===== src/rtl/acc_alu_pkg.sv =====
package acc_alu_pkg;
  localparam int OP_W = 5;

  typedef enum logic [OP_W-1:0] {
    OP_ADD  = 5'd0,
    OP_ADDC = 5'd1,
    OP_SUBB = 5'd2,
    OP_INC  = 5'd3,
    OP_DEC  = 5'd4,
    OP_MUL  = 5'd5,
    OP_DIV  = 5'd6,
    OP_DA   = 5'd7,
    OP_AND  = 5'd8,
    OP_OR   = 5'd9,
    OP_XOR  = 5'd10,
    OP_CLR  = 5'd11,
    OP_CPL  = 5'd12,
    OP_SWAP = 5'd13,
    OP_RL   = 5'd14,
    OP_RLC  = 5'd15,
    OP_RR   = 5'd16,
    OP_RRC  = 5'd17
  } alu_op_e;

  typedef struct packed {
    logic acc;
    logic b;
    logic cy;
    logic ac;
    logic ov;
  } we_t;
endpackage


===== src/rtl/alu_addsub.sv =====
module alu_addsub
  import acc_alu_pkg::*;
#(
  parameter int W = 8
) (
  input  alu_op_e        op,
  input  logic [W-1:0]   a,
  input  logic [W-1:0]   o,
  input  logic           cy,
  output logic [W-1:0]   res,
  output logic           cy_o,
  output logic           ac_o,
  output logic           ov_o
);
  localparam int HALF = W / 2;

  logic          sub;
  logic          cin;
  logic [W-1:0]  o_eff;
  logic [W-1:0]  b_op;
  logic          c0;
  logic [W:0]    full;
  logic [HALF:0] lowsum;

  always_comb begin
    sub   = 1'b0;
    cin   = 1'b0;
    o_eff = o;
    case (op)
      OP_ADDC: cin = cy;
      OP_SUBB: begin sub = 1'b1; cin = cy; end
      OP_INC:  o_eff = W'(1);
      OP_DEC:  begin sub = 1'b1; o_eff = W'(1); end
      default: ;
    endcase
    // subtraction as a + ~o + ~borrow_in
    b_op   = sub ? ~o_eff : o_eff;
    c0     = sub ? ~cin : cin;
    full   = {1'b0, a} + {1'b0, b_op} + {{W{1'b0}}, c0};
    lowsum = {1'b0, a[HALF-1:0]} + {1'b0, b_op[HALF-1:0]} + {{HALF{1'b0}}, c0};
    res    = full[W-1:0];
    cy_o   = sub ? ~full[W] : full[W];
    ac_o   = sub ? ~lowsum[HALF] : lowsum[HALF];
    ov_o   = (a[W-1] == b_op[W-1]) && (full[W-1] != a[W-1]);
  end
endmodule


===== src/rtl/alu_bcd.sv =====
module alu_bcd #(
  parameter int W = 8
) (
  input  logic [W-1:0] a,
  input  logic         cy,
  input  logic         ac,
  output logic [W-1:0] res,
  output logic         cy_o
);
  localparam int HALF = W / 2;
  localparam logic [W:0]      SIX_LO = (W+1)'(6);
  localparam logic [W:0]      SIX_HI = SIX_LO << HALF;
  localparam logic [HALF-1:0] NINE   = HALF'(9);

  logic [W:0] t1;
  logic [W:0] t2;
  logic       c1;

  always_comb begin
    t1 = {1'b0, a};
    if (a[HALF-1:0] > NINE || ac) t1 = t1 + SIX_LO;
    c1 = cy | t1[W];
    t2 = {1'b0, t1[W-1:0]};
    if (t1[W-1:HALF] > NINE || c1) t2 = t2 + SIX_HI;
    cy_o = c1 | t2[W];
    res  = t2[W-1:0];
  end
endmodule


===== src/rtl/alu_muldiv.sv =====
module alu_muldiv #(
  parameter int W = 8
) (
  input  logic [W-1:0]   a,
  input  logic [W-1:0]   b,
  output logic [2*W-1:0] prod,
  output logic [W-1:0]   quo,
  output logic [W-1:0]   rem
);
  logic [W:0] rem_w;

  assign prod = {{W{1'b0}}, a} * {{W{1'b0}}, b};

  // restoring division, one quotient bit per stage
  always_comb begin
    rem_w = '0;
    quo   = '0;
    for (int i = W - 1; i >= 0; i--) begin
      rem_w = {rem_w[W-1:0], a[i]};
      if (rem_w >= {1'b0, b}) begin
        rem_w  = rem_w - {1'b0, b};
        quo[i] = 1'b1;
      end
    end
    rem = rem_w[W-1:0];
  end
endmodule


===== src/rtl/alu_bitops.sv =====
module alu_bitops
  import acc_alu_pkg::*;
#(
  parameter int W = 8
) (
  input  alu_op_e      op,
  input  logic [W-1:0] a,
  input  logic [W-1:0] o,
  input  logic         cy,
  output logic [W-1:0] res,
  output logic         cy_o
);
  localparam int HALF = W / 2;

  always_comb begin
    res  = a;
    cy_o = cy;
    case (op)
      OP_AND:  res = a & o;
      OP_OR:   res = a | o;
      OP_XOR:  res = a ^ o;
      OP_CLR:  res = '0;
      OP_CPL:  res = ~a;
      OP_SWAP: res = {a[HALF-1:0], a[W-1:HALF]};
      OP_RL:   res = {a[W-2:0], a[W-1]};
      OP_RLC:  begin res = {a[W-2:0], cy}; cy_o = a[W-1]; end
      OP_RR:   res = {a[0], a[W-1:1]};
      OP_RRC:  begin res = {cy, a[W-1:1]}; cy_o = a[0]; end
      default: ;
    endcase
  end
endmodule


===== src/rtl/acc_alu.sv =====
module acc_alu
  import acc_alu_pkg::*;
#(
  parameter int DATA_W = 8
) (
  input  logic              clk,
  input  logic              rst_n,
  input  logic              op_valid,
  input  logic [OP_W-1:0]   op_code,
  input  logic [DATA_W-1:0] acc_in,
  input  logic [DATA_W-1:0] opnd_in,
  input  logic [DATA_W-1:0] b_in,
  input  logic              cy_in,
  input  logic              ac_in,
  output logic              res_valid,
  output logic [DATA_W-1:0] acc_out,
  output logic [DATA_W-1:0] b_out,
  output logic              cy_out,
  output logic              ac_out,
  output logic              ov_out,
  output logic              acc_we,
  output logic              b_we,
  output logic              cy_we,
  output logic              ac_we,
  output logic              ov_we
);
  localparam int W = DATA_W;

  alu_op_e op_e;
  assign op_e = alu_op_e'(op_code);

  // reset: asserted at once, released on a clock edge
  logic [1:0] rst_pipe;
  logic       rst_q;
  always_ff @(posedge clk or negedge rst_n) begin
    if (!rst_n) rst_pipe <= 2'b00;
    else        rst_pipe <= {rst_pipe[0], 1'b1};
  end
  assign rst_q = rst_pipe[1];

  logic [W-1:0]   as_res;
  logic           as_cy, as_ac, as_ov;
  logic [W-1:0]   da_res;
  logic           da_cy;
  logic [2*W-1:0] md_prod;
  logic [W-1:0]   md_quo, md_rem;
  logic [W-1:0]   bit_res;
  logic           bit_cy;

  alu_addsub #(.W(W)) u_addsub (
    .op(op_e), .a(acc_in), .o(opnd_in), .cy(cy_in),
    .res(as_res), .cy_o(as_cy), .ac_o(as_ac), .ov_o(as_ov)
  );

  alu_bcd #(.W(W)) u_bcd (
    .a(acc_in), .cy(cy_in), .ac(ac_in), .res(da_res), .cy_o(da_cy)
  );

  alu_muldiv #(.W(W)) u_muldiv (
    .a(acc_in), .b(b_in), .prod(md_prod), .quo(md_quo), .rem(md_rem)
  );

  alu_bitops #(.W(W)) u_bitops (
    .op(op_e), .a(acc_in), .o(opnd_in), .cy(cy_in),
    .res(bit_res), .cy_o(bit_cy)
  );

  // next-state selection
  logic [W-1:0] nxt_acc, nxt_b;
  logic         nxt_cy, nxt_ac, nxt_ov;
  we_t          nxt_we;

  always_comb begin
    nxt_acc = acc_in;
    nxt_b   = b_in;
    nxt_cy  = cy_in;
    nxt_ac  = ac_in;
    nxt_ov  = 1'b0;
    nxt_we  = '0;
    case (op_e)
      OP_ADD, OP_ADDC, OP_SUBB: begin
        nxt_acc = as_res;
        nxt_cy  = as_cy;
        nxt_ac  = as_ac;
        nxt_ov  = as_ov;
        nxt_we  = '{acc: 1'b1, b: 1'b0, cy: 1'b1, ac: 1'b1, ov: 1'b1};
      end
      OP_INC, OP_DEC: begin
        nxt_acc    = as_res;
        nxt_we.acc = 1'b1;
      end
      OP_MUL: begin
        nxt_acc = md_prod[W-1:0];
        nxt_b   = md_prod[2*W-1:W];
        nxt_cy  = 1'b0;
        nxt_ov  = |md_prod[2*W-1:W];
        nxt_we  = '{acc: 1'b1, b: 1'b1, cy: 1'b1, ac: 1'b0, ov: 1'b1};
      end
      OP_DIV: begin
        nxt_acc = md_quo;
        nxt_b   = md_rem;
        nxt_cy  = 1'b0;
        nxt_ov  = (b_in == '0);
        nxt_we  = '{acc: 1'b1, b: 1'b1, cy: 1'b1, ac: 1'b0, ov: 1'b1};
      end
      OP_DA: begin
        nxt_acc    = da_res;
        nxt_cy     = da_cy;
        nxt_we.acc = 1'b1;
        nxt_we.cy  = 1'b1;
      end
      OP_AND, OP_OR, OP_XOR, OP_CLR, OP_CPL, OP_SWAP, OP_RL, OP_RR: begin
        nxt_acc    = bit_res;
        nxt_we.acc = 1'b1;
      end
      OP_RLC, OP_RRC: begin
        nxt_acc    = bit_res;
        nxt_cy     = bit_cy;
        nxt_we.acc = 1'b1;
        nxt_we.cy  = 1'b1;
      end
      default: ;
    endcase
  end

  // registers
  logic [W-1:0] acc_q, b_q;
  logic         cy_q, ac_q, ov_q, valid_q;
  we_t          we_q;
  we_t          we_d;

  assign we_d = op_valid ? nxt_we : '0;

  always_ff @(posedge clk or negedge rst_q) begin
    if (!rst_q) begin
      valid_q <= 1'b0;
      we_q    <= '0;
    end else begin
      valid_q <= op_valid;
      we_q    <= we_d;
    end
  end

  always_ff @(posedge clk or negedge rst_q) begin
    if (!rst_q) begin
      acc_q <= '0;
      b_q   <= '0;
      cy_q  <= 1'b0;
      ac_q  <= 1'b0;
      ov_q  <= 1'b0;
    end else if (op_valid) begin
      acc_q <= nxt_acc;
      b_q   <= nxt_b;
      cy_q  <= nxt_cy;
      ac_q  <= nxt_ac;
      ov_q  <= nxt_ov;
    end
  end

  assign res_valid = valid_q;
  assign acc_out   = acc_q;
  assign b_out     = b_q;
  assign cy_out    = cy_q;
  assign ac_out    = ac_q;
  assign ov_out    = ov_q;
  assign acc_we    = we_q.acc;
  assign b_we      = we_q.b;
  assign cy_we     = we_q.cy;
  assign ac_we     = we_q.ac;
  assign ov_we     = we_q.ov;
endmodule


===== config.mk =====
export PLATFORM = sky130hd
export DESIGN_NAME = acc_alu
export DESIGN_NICKNAME = d
export VERILOG_FILES = /design/src/rtl/acc_alu_pkg.sv /design/src/rtl/alu_addsub.sv /design/src/rtl/alu_bcd.sv /design/src/rtl/alu_muldiv.sv /design/src/rtl/alu_bitops.sv /design/src/rtl/acc_alu.sv
export SDC_FILE = /design/constraint.sdc
export NUM_CORES = 1
export LEC_CHECK = 0
export BUFFER_PORTS_ARGS = -buffer_cell sky130_fd_sc_hd__buf_2
export CORE_UTILIZATION = 30
export DETAILED_ROUTE_END_ITERATION = 16
export GPL_ROUTABILITY_DRIVEN = 0
export PLACE_DENSITY = 0.56
export SLEW_MARGIN = 20
export SYNTH_ARGS = -nofsm -noshare
export SYNTH_HDL_FRONTEND = slang
export SYNTH_SLANG_ARGS = --single-unit

===== constraint.sdc =====
create_clock -name clk -period 2 [get_ports clk]
set_input_delay 0.2 -clock clk [delete_from_list [all_inputs] [get_ports clk]]
set_output_delay 0.2 -clock clk [all_outputs]
set_load 0.01 [all_outputs]

==> results of run 1 <==
==> sequential cells by signal, indices dropped and copies added, names as in the netlist <==
register,count
b_we,1
acc_we,1
acc_out,8
cy_we,1
ov_we,1
rst_pipe,2
ov_out,1
b_out,8
ac_we,1
res_valid,1
ac_out,1
cy_out,1
==> final timing paths <==
kind	start	slack, ns	cells after the start	end
max	acc_in[7]	-11.06	72	b_out[0]
max reg2reg	b_out[1]	1.00	3	b_out[1]
max in group asynchronous	rst_pipe[1]	1.52	1	acc_out[3]
min in group clk	rst_pipe[0]	0.35	0	rst_pipe[1]
min	rst_pipe[1]	0.23	1	acc_out[2]
min reg2reg	rst_pipe[1]	0.23	1	acc_out[2]
==> logic make-up after synthesis <==
family	synth area share
buffers and inverters	0.0704
and+or+nand+nor	0.190
xor gates and xnor gates	0.0600
adders and majority gates	0.299
other	0.000451
muxes	0.0393
AOI/OAI and AO/OA	0.259
DFF	0.0813
==> per-layer routing <==
layer | up-vias | global-route usage | part of all wire
li1 | 4772 | - | -
met1 | 4762 | 0.298 | 0.43
met5 | - | 0 | 0
met2 | 312 | 0.410 | 0.48
met3 | 73 | 0.0271 | 0.053
met4 | 0 | 0.0771 | 0.034
==> final cells by class <==
| type | count | area share |
|---|---|---|
| multi-input cells | 893 | 0.595 |
| repair buffers | 503 | 0.282 |
| flip-flops and latches | 27 | 0.0498 |
| well taps | 372 | 0.0343 |
| inverters | 112 | 0.0333 |
| clock buffers | 4 | 0.00581 |
==> critical path: cells and delay by family <==
family	cells	cell delay [ns]
AOI/OAI and AO/OA	37	6.77
and+or+nand+nor	16	2.21
adders and majority gates	8	1.96
muxes	4	1.28
buffers and inverters	7	0.77
==> what timing repair did <==
item / CTS / global route
pin swaps: 87 / 60
endpoints found under the hold margin: 2 / 0
gates cloned: 1 / 0
resized for setup: 119 / 67
setup endpoints to repair: 19 / 19
hold buffers: 1 / 0
buffers inserted: 71 / 25
==> metrics by stage <==
stage / hold WS [ns] / area [sq um] / setup TNS (ns) / total power, mW
6_report: 0.229 / 13600 / -136.07 / 13.2
4_1_cts: 0.240 / 13100 / -132.47 / 12.2
3_3_place_gp: -0.0149 / 11900 / -141.02 / 10.3
5_1_grt: 0.286 / 13600 / -143.00 / 14.2
3_5_place_dp: -0.0137 / 11900 / -145.26 / 10.4
2_1_floorplan: -0.0956 / 8860 / -140.57 / 6.47
==> cells in the final DEF, fill, tap and decap left out, types with 35 or more instances in the layout <==
| master | synthesis | final |
|---|---|---|
| ha_1 | 127 | 103 |
| buf_2 | 6 | 51 |
| xnor2_1 | 38 | 35 |
| o21ai_0 | 63 | 35 |
| buf_4 | 0 | 419 |
| a21oi_1 | 66 | 44 |
| nand2_1 | 84 | 75 |
| fa_1 | 45 | 40 |
| nor2_1 | 109 | 99 |
| inv_1 | 107 | 89 |
==> power groups by stage <==
stage / combinational [mW] / sequential [mW] / clock, mW
after floorplan: 5.78 / 0.685 / 0
after global placement: 9.63 / 0.653 / 0
after detailed placement: 9.72 / 0.653 / 0
after CTS: 11.1 / 0.644 / 0.456
after global routing: 13.1 / 0.650 / 0.487
final: 12.1 / 0.644 / 0.443
==> reports/metrics.cfg, run 1 <==
[outcome]
status=finished with violations
violations=setup timing

[synth]
syn_area_sq_um=8310
netlist_top_cells_count=ha_1, nor2_1, inv_1, nand2_1, a21oi_1
yosysMostFrequentCell=ha_1
synth_nets=1275
seq_area_frac_synth=0.0813
synth_edf_count=0
ys_types=87
syn_inst=1069
yosys_warnings=0
syn_area_per_cell_sq_um=7.78
synth_area_leaders=ha_1, fa_1, dfrtp_1
ys_ff_latch=27
synth_top_area_share=0.191
ys.flop_type=dfrtp_1
synth_top_area_cell=ha_1
async_reset_ff_frac=1.00

[timing]
relSlewSlack=0.665
clock_skew_ns=0.00441
hold_violations=0
rsz0062_at_grt=yes
period_share=6.53
fmax_ghz=0.0766
drv_slew=0
final.min_clock_period_ns=13.06
setup_violations=19
worst_slack_ns=-11.06
tightest_slew_ns=0.499

[layout]
multiInputGateArea_sq_um=8070
nets=1746
utilization=0.500
seqCellArea_sq_um=676
area_growth_pct=63.1
diodes=0
fillers=2473
finalNonFillerCells=1911
layout-drive-gt1-share=0.461

[floorplanning]
die_h_microns=168
core_area_sq_um=27100
die_x_microns=168
start_util=0.307
fp-row-count=60
die-area_sq_um=28400
design.portCount=59

[setup_path]
critPathKind=primary input to flip-flop
crit_path_end_kind=flip-flop
crit_top_cell=o21ai_2
startpoint_type=primary input
cp_max_fo=6
max_stage_delay_ns=0.42
required_ns=2.16
crit_slowest_cell=or3_4
cp.arrival_ns=13.22

[power_and_ir_drop]
p_int_mw=7.25
ir_worst_vdd_uv=870
clockPowerShare=0.034
seqPwrFrac=0.049
power.density_nw_per_um2=974
leakage_nw=6.55
switching_power_mw=5.96
power_frac_comb=0.918
switching_share=0.451

[drt]
firstDrtPassIters=6
routed_wl_microns=33700
route.antenna.remaining_nets=0
drcViolationCount=0
viasPerCell=5.19
num_vias=9919
drtIter0Drc=561
routedWlPerCell_microns=17.6

[min_path]
hp-class=flip-flop to async pin

[cts]
clk_pin_slew_ns=0.06
insertion_delay_ns=0.26
clockRootBuffer=clkbuf_16
h-tree-depth=1
clk_path_buf_depth=2
cts_tree=done
cts_made_buffers=3
clock-sinks=27

[placed_design]
pre_cts_slack_ns=-11.71
port_buffers=58
hpwl_microns=25900
placedCellCount=1813

[global_routing]
globalRouteTotalUtil=0.234
antenna_found_initial=0
grt_pass1_vias=10100
grt_max_degree=31
grt_first_pass_wirelength_microns=52800
gr-total-overflow=0

[run]
timing.max_cap.violations=0

Power figures use the tool's default switching activity.
==> run 2: changes to the inputs <==
--- a/config.mk
+++ b/config.mk
@@ -9,6 +9,7 @@
 export CORE_UTILIZATION = 30
 export DETAILED_ROUTE_END_ITERATION = 16
 export GPL_ROUTABILITY_DRIVEN = 0
+export GPL_TIMING_DRIVEN = 0
 export PLACE_DENSITY = 0.56
 export SLEW_MARGIN = 20
 export SYNTH_ARGS = -nofsm -noshare
==> constraint.sdc (replaced) <==
create_clock -name clk -period 12.3 [get_ports clk]
set_input_delay 1.23 -clock clk [delete_from_list [all_inputs] [get_ports clk]]
set_output_delay 1.23 -clock clk [all_outputs]
set_load 0.01 [all_outputs]
==> run 2 against run 1 <==
Against the previous run:
- utilization fell by 9.8 points
- hold slack improved by 0.041 ns
- non-clock buffer count is 310 lower
- worst setup slack improved by 8.6 ns
- largest power group unchanged
- register-to-register slack better by 10 ns
- critical path type unchanged
- critical path depth grew 6
- sequential cell count unchanged
- clock skew decreased by 0.0021 ns
- final cell count fell by 16%
- the run still ends with setup timing left
- die area stayed put
- power fell by 87%
- first-iteration DRC count increased by 23%
==> reports/metrics.cfg, run 2 (synthesis results as in run 1) <==
[outcome]
status=finished with violations  ; unchanged
violations=setup timing  ; unchanged

[timing]
rsz0062_at_grt=yes  ; unchanged
hold_violations=0  ; unchanged
drv_slew=0  ; unchanged
clock_skew_ns=0.00234  ; was 0.00441 ns
setup_tns_ns=-21.87  ; was -136.07 ns
period_share=1.20
setup_violations=10  ; was 19
worst_slack_ns=-2.44  ; was -11.06 ns
tightest_slew_ns=1.09  ; was 0.499 ns
relSlewSlack=0.270  ; was 0.665
fmax_ghz=0.0678
final.min_clock_period_ns=14.74

[drt]
routed_wl_microns=29200  ; was 33,700 microns
drtIter0Drc=688  ; was 561
drcViolationCount=0  ; unchanged
firstDrtPassIters=5  ; was 6
viasPerCell=5.45  ; was 5.19
num_vias=8722  ; was 9,919
route.antenna.remaining_nets=0  ; unchanged
routedWlPerCell_microns=18.3  ; was 17.6 microns

[cts]
clk_path_buf_depth=2  ; unchanged
clock-sinks=27  ; unchanged
cts_tree=done  ; unchanged
insertion_delay_ns=0.27  ; was 0.26 ns
h-tree-depth=1  ; unchanged
clockRootBuffer=clkbuf_16  ; unchanged
cts_made_buffers=3  ; unchanged
clk_pin_slew_ns=0.07  ; was 0.06 ns
postCtsHoldBufs=0  ; was 1

[global_routing]
globalRouteTotalUtil=0.203  ; was 0.234
gr-total-overflow=0  ; unchanged
antenna_found_initial=0  ; unchanged
grt_pass1_vias=8489  ; was 10,100
grt_first_pass_wirelength_microns=46000  ; was 52,800 microns
grt_max_degree=26  ; was 31

[setup_path]
r2r_end=b_out[1]  ; unchanged
critPathKind=primary input to flip-flop  ; unchanged
r2r_cells=3  ; unchanged
crit_top_cell=ha_4  ; was o21ai_2
cp.arrival_ns=14.91  ; was 13.22 ns
crit_slowest_cell=o41a_1  ; was or3_4
startpoint=acc_in[7]  ; unchanged
max_stage_delay_ns=0.41  ; was 0.42 ns
crit_end=b_out[0]  ; unchanged
required_ns=12.47  ; was 2.16 ns
rr_startpoint=b_out[1]  ; unchanged
crit_path_end_kind=flip-flop  ; unchanged
r2r_slack_ns=11.33  ; was 1.00 ns
cp_max_fo=5  ; was 6
startpoint_type=primary input  ; unchanged

[run]
timing.max_cap.violations=0  ; unchanged

[floorplanning]
design.portCount=59  ; unchanged
core_area_sq_um=27100  ; unchanged
start_util=0.307  ; unchanged
die_h_microns=168  ; unchanged
die_x_microns=168  ; unchanged
die-area_sq_um=28400  ; unchanged
fp-row-count=60  ; unchanged

[placed_design]
hpwl_microns=21800  ; was 25,900 microns
dpl-instance-area_sq_um=9350  ; was 11,900 sq um
port_buffers=53  ; was 58
pre_cts_slack_ns=-5.15  ; was -11.71 ns

[layout]
nets=1436  ; was 1,746
diodes=0  ; unchanged
area_growth_pct=31.3  ; was 63.1%
layout-drive-gt1-share=0.271  ; was 0.461
layout_common_cells=ha_1, nor2_1, inv_1, buf_4, nand2_1  ; was buf_4, ha_1, nor2_1, inv_1, nand2_1
fillers=2752  ; was 2,473
mostFrequentLayoutCell=ha_1  ; was buf_4
design_area_sq_um=10900  ; was 13,600 sq um

[power_and_ir_drop]
power.density_nw_per_um2=158  ; was 974 nW/um^2
leakage_nw=4.92  ; was 6.55 nW
total_power_mw=1.72  ; was 13.2 mW
ir_worst_vdd_uv=128  ; was 870 uV

[min_path]
hp-class=flip-flop to async pin  ; unchanged

run 2: cell count changes in the layout (fill, tap and decap cells not counted), moves of 4 or more:
cell	before	now
a21oi_1	44	58
a21oi_2	20	6
buf_2	51	56
buf_4	419	98
buf_6	25	5
clkbuf_1	1	23
fa_1	40	44
fa_2	5	1
inv_1	89	100
inv_2	15	7
nor2_1	99	103
o21ai_0	35	49
o21ai_1	19	6
run 2: power breakdown:
part / internal [mW] / switching (mW)
Combinational: 0.731 / 0.810
Sequential: 0.0988 / 0.00710
Clock: 0.0440 / 0.0324
run 2: how the worst min path moves through the flow:
stage	slack, ns	cells past startpoint	end
after floorplan	0.32	0	ac_out
after global placement	0.33	0	rst_pipe[1]
after detailed placement	0.35	0	rst_pipe[1]
after CTS	0.36	0	rst_pipe[1]
after global routing	0.31	0	b_out[6]
final	0.27	0	res_valid
run 2: layer usage:
metal	wire, microns	vias to the layer above	global-route usage
li1	-	4157	-
met1	13000	4219	0.283
met2	13600	292	0.337
met3	1990	54	0.0234
met4	619	0	0.0423
met5	0	-	0
run 2: final cells by class:
class / instances / area, sq um / share of cell area
Multi-Input combinational cell: 893 / 7940 / 0.728
Inverter: 112 / 448 / 0.0410
Tap cell: 372 / 465 / 0.0426
Buffer: 36 / 210 / 0.0193
Sequential cell: 27 / 677 / 0.0620
Clock inverter: 1 / 5.00 / 0.000459
Timing Repair Buffer: 157 / 1090 / 0.100
Clock buffer: 3 / 75.1 / 0.00688
run 2: worst max-delay path: cells and delay by family:
| family | cells | cell delay (ns) |
|---|---|---|
| compound gates | 38 | 7.16 |
| fa+ha+maj | 8 | 1.88 |
| mux | 3 | 0.92 |
| buf+inv | 12 | 1.43 |
| simple gates | 17 | 2.22 |
run 2: what timing repair did:
action,in CTS,in global routing
endpoints found under the setup margin,11,10
buffers inserted,80,22
gates resized for setup,86,56
pin swaps,59,58
cloned,3,0
run 2: through the flow:
step,cells,utilization,hold WS [ns]
after floorplan,1069,-,0.321
after global placement,1494,0.344,0.335
after detailed placement,1496,0.345,0.347
after CTS,1583,0.387,0.362
after global routing,1601,0.403,0.312
final,1601,0.403,0.270
==> run 3: changes to the inputs <==
--- a/config.mk
+++ b/config.mk
@@ -6,11 +6,11 @@
 export NUM_CORES = 1
 export LEC_CHECK = 0
 export BUFFER_PORTS_ARGS = -buffer_cell sky130_fd_sc_hd__buf_2
-export CORE_UTILIZATION = 30
+export CORE_UTILIZATION = 24
 export DETAILED_ROUTE_END_ITERATION = 16
 export GPL_ROUTABILITY_DRIVEN = 0
 export GPL_TIMING_DRIVEN = 0
-export PLACE_DENSITY = 0.56
+export PLACE_DENSITY = 0.5
 export SLEW_MARGIN = 20
 export SYNTH_ARGS = -nofsm -noshare
 export SYNTH_HDL_FRONTEND = slang
==> run 3 against run 2 <==
Against the previous run:
- the flow still finishes with violations (setup timing)
- critical path type unchanged
- sequential power about the same
- utilization decreased by 7.7 points
- final cell count rose by 4.7%
- global-route usage decreased by 3.0 points
- sequential share of layout area down 0.050 points
- maximum frequency fell by 0.18%
==> reports/metrics.cfg, run 3 (synthesis results as in run 1) <==
[layout]
diodes=0  ; unchanged
area_growth_pct=32.3  ; was 31.3%
layout-drive-gt1-share=0.272  ; was 0.271
design_area_sq_um=11000  ; was 10,900 sq um
nets=1436  ; unchanged
mostFrequentLayoutCell=nor2_1  ; was ha_1
layout_common_cells=nor2_1, ha_1, inv_1, buf_4, nand2_1  ; was ha_1, nor2_1, inv_1, buf_4, nand2_1

[cts]
postCtsHoldBufs=0  ; unchanged
insertion_delay_ns=0.27  ; about the same
cts_made_buffers=3  ; unchanged
clk_path_buf_depth=2  ; unchanged
clk_pin_slew_ns=0.08  ; was 0.07 ns
clock-sinks=27  ; unchanged
h-tree-depth=1  ; unchanged
clockRootBuffer=clkbuf_16  ; unchanged
cts_tree=done  ; unchanged

[drt]
firstDrtPassIters=5  ; unchanged
drtIter0Drc=731  ; was 688
route.antenna.remaining_nets=0  ; unchanged
routedWlPerCell_microns=18.5  ; was 18.3 microns
routed_wl_microns=31100  ; was 29,200 microns
num_vias=8689  ; was 8,722
drcViolationCount=0  ; unchanged
viasPerCell=5.18  ; was 5.45

[power_and_ir_drop]
power.density_nw_per_um2=161  ; was 158 nW/um^2
leakage_nw=4.92  ; about the same
total_power_mw=1.77  ; was 1.72 mW
ir_worst_vdd_uv=123  ; was 128 uV

[timing]
drv_slew=0  ; unchanged
clock_skew_ns=0.00622  ; was 0.00234 ns
tightest_slew_ns=0.965  ; was 1.09 ns
setup_tns_ns=-21.82  ; was -21.87 ns
hold_slack_ns=0.271  ; was 0.270 ns
fmax_ghz=0.0677  ; was 0.0678 GHz
rsz0062_at_grt=yes  ; unchanged
relSlewSlack=0.354  ; was 0.270
setup_violations=10  ; unchanged
final.min_clock_period_ns=14.77  ; was 14.74 ns
hold_violations=0  ; unchanged
worst_slack_ns=-2.47  ; was -2.44 ns
period_share=1.20  ; about the same

[setup_path]
r2r_cells=3  ; unchanged
critPathKind=primary input to flip-flop  ; unchanged
r2r_slack_ns=11.32  ; was 11.33 ns
required_ns=12.42  ; was 12.47 ns
crit_top_cell=ha_4  ; unchanged
rr_startpoint=b_out[1]  ; unchanged
crit_slowest_cell=o41a_1  ; unchanged
max_stage_delay_ns=0.42  ; was 0.41 ns
crit_path_end_kind=flip-flop  ; unchanged
startpoint_type=primary input  ; unchanged
r2r_end=b_out[1]  ; unchanged
cp_max_fo=8  ; was 5
cp.arrival_ns=14.89  ; was 14.91 ns

[global_routing]
grt_first_pass_wirelength_microns=48700  ; was 46,000 microns
grt_pass1_vias=8600  ; was 8,489
antenna_found_initial=1  ; was 0
globalRouteTotalUtil=0.173  ; was 0.203
grt_max_degree=26  ; unchanged
gr-total-overflow=0  ; unchanged

[placed_design]
hpwl_microns=23100  ; was 21,800 microns
dpl-instance-area_sq_um=9450  ; was 9350 sq um
pre_cts_slack_ns=-5.18  ; was -5.15 ns
port_buffers=53  ; unchanged

[outcome]
status=finished with violations  ; unchanged
violations=setup timing  ; unchanged

[floorplanning]
core_area_sq_um=33800  ; was 27,100 sq um
fp-row-count=67  ; was 60
die-area_sq_um=35400  ; was 28,400 sq um
die_x_microns=188  ; was 168 microns
die_h_microns=188  ; was 168 microns
design.portCount=59  ; unchanged
start_util=0.246  ; was 0.307

[run]
timing.max_cap.violations=0  ; unchanged

[min_path]
hp-class=flip-flop to async pin  ; unchanged

==> run 3: critical path, delay by kind of cell <==
family	cells	cell delay, ns
buffers and inverters	13	1.72
AND/OR/NAND/NOR	14	2.06
AO/OA/AOI/OAI	38	6.69
multiplexers	4	1.20
adder cells (fa/ha/maj)	8	1.97
==> run 3: layer usage <==
layer,up-vias,part of all wire,global-route usage,wire length [microns]
met3,32,0.055,0.0219,1700
met5,-,0,0,0
li1,4154,-,-,-
met1,4229,0.45,0.236,14100
met2,274,0.48,0.293,14800
met4,0,0.013,0.0316,408
==> run 3: final cells by class <==
type / count / area (sq um)
multi-input cells: 893 / 7910
clock inverters: 1 / 5.00
repair buffers: 156 / 1100
plain buffers: 37 / 225
inverters: 112 / 448
flip-flops and latches: 27 / 677
clock buffers: 3 / 75.1
well taps: 448 / 561
fillers: 3512 / 22800
==> run 3: worst max path at each step <==
stage / start / endpoint / slack [ns] / depth (start not counted)
floorplan: acc_in[7] / acc_out[0] / -2.41 / 80
global placement: b_in[1] / b_out[7] / -5.11 / 74
detailed placement: b_in[1] / b_out[7] / -5.18 / 74
CTS: acc_in[7] / b_out[0] / -2.46 / 78
global route: acc_in[7] / acc_out[0] / -3.03 / 78
finish: acc_in[7] / acc_out[0] / -2.47 / 77
==> run 3: power breakdown <==
group	switching, mW	leakage (nW)	internal, mW
Clock	0.0341	0.0409	0.0440
Sequential	0.00722	0.325	0.0988
Combinational	0.824	4.55	0.764
Total	0.865	4.92	0.907
==> run 3: per-stage QoR <==
stage	cells	util
floorplan	1069	-
global placement	1570	0.279
detailed placement	1572	0.280
CTS	1660	0.312
global route	1677	0.326
finish	1677	0.326
==> run 3: what timing repair did <==
action	in CTS	in global routing
resized for setup	77	70
gates cloned	2	0
setup endpoints to repair	11	10
pin swaps	59	58
buffers inserted	82	22
